[src/rtl/lsort_pkg.sv]
// Package: shared defaults for the lowest-N sorter.
// Assumes: nothing; constants only.
package lsort_pkg;
    localparam int unsigned LSORT_DATA_W_DEF = 8;
    localparam int unsigned LSORT_DEPTH_DEF  = 4;
endpackage

[src/rtl/lsort_stage.sv]
// One slot of the insertion chain.
// On an accepted sample it does one of three things. It takes the slot above
// if that slot's entry was displaced. It takes the sample if the sample is
// strictly smaller than its own entry. Otherwise it holds. During dump it
// loads the entry of the slot below.
// Assumes: the chain is kept in ascending order, so at most one slot takes the sample.
module lsort_stage #(
    parameter int unsigned DATA_W = 8
) (
    input  logic              clk,
    input  logic              rst_n,
    input  logic              load,
    input  logic              shift,
    input  logic [DATA_W-1:0] sample,
    input  logic              prev_lt,
    input  logic [DATA_W-1:0] prev_val,
    input  logic [DATA_W-1:0] next_val,
    output logic [DATA_W-1:0] val,
    output logic              lt
);
    localparam logic [DATA_W-1:0] EMPTY = '1;

    // Flag: the sample would displace this slot's entry.
    always_comb lt = (sample < val);

    // Slot register: reset, shift, insert or hold.
    always_ff @(posedge clk) begin
        if (!rst_n)        val <= EMPTY;
        else if (shift)    val <= next_val;
        else if (load) begin
            if (prev_lt)   val <= prev_val;
            else if (lt)   val <= sample;
        end
    end

    // a dump edge moves the lower neighbour's entry into this slot.
    p_shift_r4: assert property (@(posedge clk) disable iff (!rst_n)
        shift |=> (val == $past(next_val)));
    // with neither sample nor dump, the slot keeps its entry.
    p_hold_r8: assert property (@(posedge clk) disable iff (!rst_n)
        (!load && !shift) |=> $stable(val));
endmodule

[src/rtl/lsort_head.sv]
// Output stage: presents the head slot and flags it as valid only during
// dump when it holds a real value.
// Assumes: all-ones marks an empty slot.
module lsort_head #(
    parameter int unsigned DATA_W = 8
) (
    input  logic              clk,
    input  logic              rst_n,
    input  logic              dump,
    input  logic [DATA_W-1:0] head,
    output logic [DATA_W-1:0] out_data,
    output logic              out_valid
);
    localparam logic [DATA_W-1:0] EMPTY = '1;

    // Output drive: head value and its qualifier.
    always_comb begin
        out_data  = head;
        out_valid = dump && (head != EMPTY);
    end

    // valid never appears outside a dump.
    p_valid_r5: assert property (@(posedge clk) disable iff (!rst_n)
        out_valid |-> dump);
endmodule

[src/rtl/lowest_n_sorter.sv]
// Top: keeps the DEPTH smallest samples of a stream in an ordered register
// chain and reads them out in ascending order on dump.
// Assumes: dump has priority over in_valid; all-ones means empty.
module lowest_n_sorter #(
    parameter int unsigned DATA_W = lsort_pkg::LSORT_DATA_W_DEF,
    parameter int unsigned DEPTH  = lsort_pkg::LSORT_DEPTH_DEF
) (
    input  logic              clk,
    input  logic              rst_n,
    input  logic [DATA_W-1:0] in_data,
    input  logic              in_valid,
    input  logic              dump,
    output logic [DATA_W-1:0] out_data,
    output logic              out_valid
);
    localparam logic [DATA_W-1:0] EMPTY = '1;
    localparam int unsigned       CW    = $clog2(DEPTH + 1);

    logic [DATA_W-1:0] slot_val [DEPTH];
    logic [DEPTH-1:0]  slot_lt;
    logic              accept;

    // Accept a sample only outside a dump.
    always_comb accept = in_valid && !dump;

    for (genvar g = 0; g < DEPTH; g++) begin : g_slot
        logic              p_lt;
        logic [DATA_W-1:0] p_val;
        logic [DATA_W-1:0] n_val;

        // Neighbour wiring: the head sees no upstream, the tail refills with empty.
        if (g == 0) begin : g_first
            always_comb begin
                p_lt  = 1'b0;
                p_val = EMPTY;
            end
        end else begin : g_mid
            always_comb begin
                p_lt  = slot_lt[g-1];
                p_val = slot_val[g-1];
            end
        end
        if (g == DEPTH - 1) begin : g_last
            always_comb n_val = EMPTY;
        end else begin : g_body
            always_comb n_val = slot_val[g+1];
        end

        lsort_stage #(.DATA_W(DATA_W)) u_stage (
            .clk      (clk),
            .rst_n    (rst_n),
            .load     (accept),
            .shift    (dump),
            .sample   (in_data),
            .prev_lt  (p_lt),
            .prev_val (p_val),
            .next_val (n_val),
            .val      (slot_val[g]),
            .lt       (slot_lt[g])
        );

        if (g > 0) begin : g_chk
            // the chain stays in ascending order.
            p_order_r2: assert property (@(posedge clk) disable iff (!rst_n)
                slot_val[g-1] <= slot_val[g]);
            // a displacement upstream implies displacement downstream.
            p_monotone_r2: assert property (@(posedge clk) disable iff (!rst_n)
                slot_lt[g-1] |-> slot_lt[g]);
        end
    end

    lsort_head #(.DATA_W(DATA_W)) u_head (
        .clk       (clk),
        .rst_n     (rst_n),
        .dump      (dump),
        .head      (slot_val[0]),
        .out_data  (out_data),
        .out_valid (out_valid)
    );

    // Checker state: consecutive dump edges, saturating at DEPTH.
    logic [CW-1:0] dump_run;
    always_ff @(posedge clk) begin
        if (!rst_n)                          dump_run <= '0;
        else if (!dump)                      dump_run <= '0;
        else if (dump_run != CW'(DEPTH))     dump_run <= dump_run + 1'b1;
    end

    // a full-length dump leaves the head (and so every slot) empty.
    p_clear_r6: assert property (@(posedge clk) disable iff (!rst_n)
        (dump_run == CW'(DEPTH)) |-> (slot_val[0] == EMPTY));
endmodule

[config.mk]
export PLATFORM = sky130hd
export DESIGN_NAME = lowest_n_sorter
export DESIGN_NICKNAME = d
export VERILOG_FILES = /design/src/rtl/lsort_pkg.sv /design/src/rtl/lsort_stage.sv /design/src/rtl/lsort_head.sv /design/src/rtl/lowest_n_sorter.sv
export SDC_FILE = /design/constraint.sdc
export NUM_CORES = 1
export LEC_CHECK = 0
export ABC_AREA = 1
export CAP_MARGIN = 20
export CORE_MARGIN = 5
export CORE_UTILIZATION = 35
export CTS_BUF_LIST = sky130_fd_sc_hd__clkbuf_8
export CTS_CLUSTER_SIZE = 24
export DETAILED_ROUTE_END_ITERATION = 8
export DONT_BUFFER_PORTS = 1
export GPL_ROUTABILITY_DRIVEN = 0
export SYNTH_ARGS = -nofsm -noshare
export SYNTH_HDL_FRONTEND = slang
export SYNTH_SLANG_ARGS = --single-unit
[constraint.sdc]
create_clock -name clk -period 3.4 [get_ports clk]
set_input_delay 0.51 -clock clk [delete_from_list [all_inputs] [get_ports clk]]
set_output_delay 0.51 -clock clk [all_outputs]
set_load 0.01 [all_outputs]
==> metrics.cfg <==
[timing]
relSlewSlack = 0.636
hold_viol = 0
setup_slack_ns = 1.26
hold_slack_ns = 0.305
drv_slew = 0
fin_crit_sh = 0.628
setup_viol_count_final = 0
fin_skew_ns = 0.00566
fmax_mhz = 468
period_needed_ns = 2.14
rsz0062_at_grt = no
worst_pin_slew_ns = 0.544
tns_ns = 0

[power]
p_leak_nw = 1.54
p_per_area_nw_per_um2 = 424
ir_drop_uv = 150

[placed_design]
numPortBuffers = 0
place_ws_ns = 1.28
dpl-instance-area_um2 = 2590
dp_cells = 477
dp_hpwl_um = 5050

[grt]
overflow = 0
antenna_found_initial = 0
grt_usage = 0.154
grt_pass1_wl_um = 11000
grt_max_degree = 35
first_global_vias = 2337

[cts]
numCtsBuffers = 5
cts_tree = yes
clkSinkCount = 32
clock_path_buffers = 2
clk_pin_slew_worst_paths_ns = 0.07
cts.root.buffer_cell = clkbuf_8
cts_setup_buffers = 0
ctsHoldBuffers = 0
cts-htree-levels = 2
clock_latency_ns = 0.28
post_cts_resized = 0

[yosys]
netlist_instances = 389
synthArstFlopShare = 0
synth_common_cells = 108 x nand2_1, 90 x nand3_1, 47 x inv_1
yosys.area.top_type_share = 0.254
synth-seq-cells = 32
yosysSeqAreaShare = 0.254
synth_area_um2 = 2520
syn_nets = 429
avgSynthCellArea_um2 = 6.49
synthTopCellsByArea = dfxtp_1 25%, nand3_1 18%, nand2_1 16%
synth.most_common_cell = nand2_1
synth_edf_count = 0
ys.flop_type = dfxtp_1
yosysWarningCount = 0
synth_top_area_cell = dfxtp_1
synth.distinct_cells = 23

[layout]
syn_to_final_growth_pct = 6.15
top_regs = g_slot.u_stage.val x32
largest_register_ff_count = 32
largest_register = g_slot.u_stage.val
fin_cells = 485
layout-drive-gt1-share = 0.0648
final_cell_area_um2 = 2680
final_nets = 425
n_antenna_cell = 0
fillers = 782

[floorplanning]
dieWidth_um = 94.9
num_io_pins = 21
start_util = 0.354
die_area_um2 = 9010
core_area_um2 = 7140
die_h_um = 94.9
num_rows = 31

[setup_path]
slowest_delay_ns = 0.41
worstSetupPathDepth = 9
path_common_cell = nand3_1
arrival_ns = 2.31
worstPathMaxFanout = 10
path_cells = inv_1 > ha_1 > a21oi_1 > o21a_1 > nand2_1 > nand2_1 > nand3_1 > nand3_1 > nand3_1
critical_path_class = reg -> reg
crit_path_end_kind = flop
crit_slowest_cell = dfxtp_1
critical_path_buf_inv_count = 1
reg2reg_depth = 9
critPathTopFamily = simple AND/OR/NAND/NOR gates
cp.required_ns = 3.57
cp-start-kind = flop

[detailed_routing]
ant_nets = 0
wl_per_cell_um = 13.4
drt_wl_total_um = 6500
drc = 0
drtIter0Drc = 98
viasPerCell = 5.00
num_vias = 2426
drtPass1Iterations = 4

[job]
maxCapViolCount = 0

[hold_path]
hold_class = in -> reg
min_path_cells = 1

[run_status]
outcome = finished, final reports clean

report_power, final:
| part | switching, mW | internal [mW] |
|---|---|---|
| Sequential | 0.0360 | 0.416 |
| Combinational | 0.237 | 0.140 |
| Clock | 0.146 | 0.162 |
path summary, 6_finish.rpt:
check                                start  slack [ns]                        to
setup / recovery  g_slot[0].u_stage.val[5]        1.26  g_slot[1].u_stage.val[5]
hold / removal                       rst_n        0.31  g_slot[0].u_stage.val[0]
setup reg to reg  g_slot[0].u_stage.val[5]        1.26  g_slot[1].u_stage.val[5]
hold reg to reg   g_slot[3].u_stage.val[0]        0.47  g_slot[3].u_stage.val[0]
metal layers:
| metal | global-route usage | up-vias | wire length [um] |
|---|---|---|---|
| li1 | - | 1280 | - |
| met1 | 0.191 | 1108 | 3000 |
| met2 | 0.272 | 32 | 3190 |
| met3 | 0.0247 | 6 | 218 |
| met4 | 0.0469 | 0 | 89 |
| met5 | 0 | - | 0 |
final cells by class:
type | count | area, um^2 | share of cell area
tap | 99 | 124 | 0.0462
clock buffer | 6 | 82.6 | 0.0308
timing repair buffer | 1 | 7.51 | 0.00280
multi-input combinational | 295 | 1630 | 0.607
sequential | 32 | 641 | 0.239
clock inverter | 2 | 10.0 | 0.00374
inverter | 50 | 188 | 0.0701
placed cells by master, fill, tap and decap left out, types with 4 or more instances in the layout:
master      n
nand3_1    90
dfxtp_1    32
nand2_4     6
o21ai_0    17
ha_1       28
inv_1      47
clkbuf_8    6
o21ai_1     7
nand2_1   108
nand2_2     4
nor2_1      7
a21oi_1    19
cell families after synthesis:
kind of cell	after synthesis	synth area share
AO/OA/AOI/OAI	47	0.0972
adder cells (fa/ha/maj)	28	0.139
buffers and inverters	62	0.102
flip-flops	32	0.254
AND/OR/NAND/NOR	220	0.409
through the flow:
step	total power, mW	utilization
final	1.14	0.375
after global placement	0.830	0.362
after CTS	1.15	0.375
after floorplan	0.774	-
after detailed placement	0.838	0.362
after global routing	1.24	0.375
Note: power is estimated with default switching activity, not from simulation.
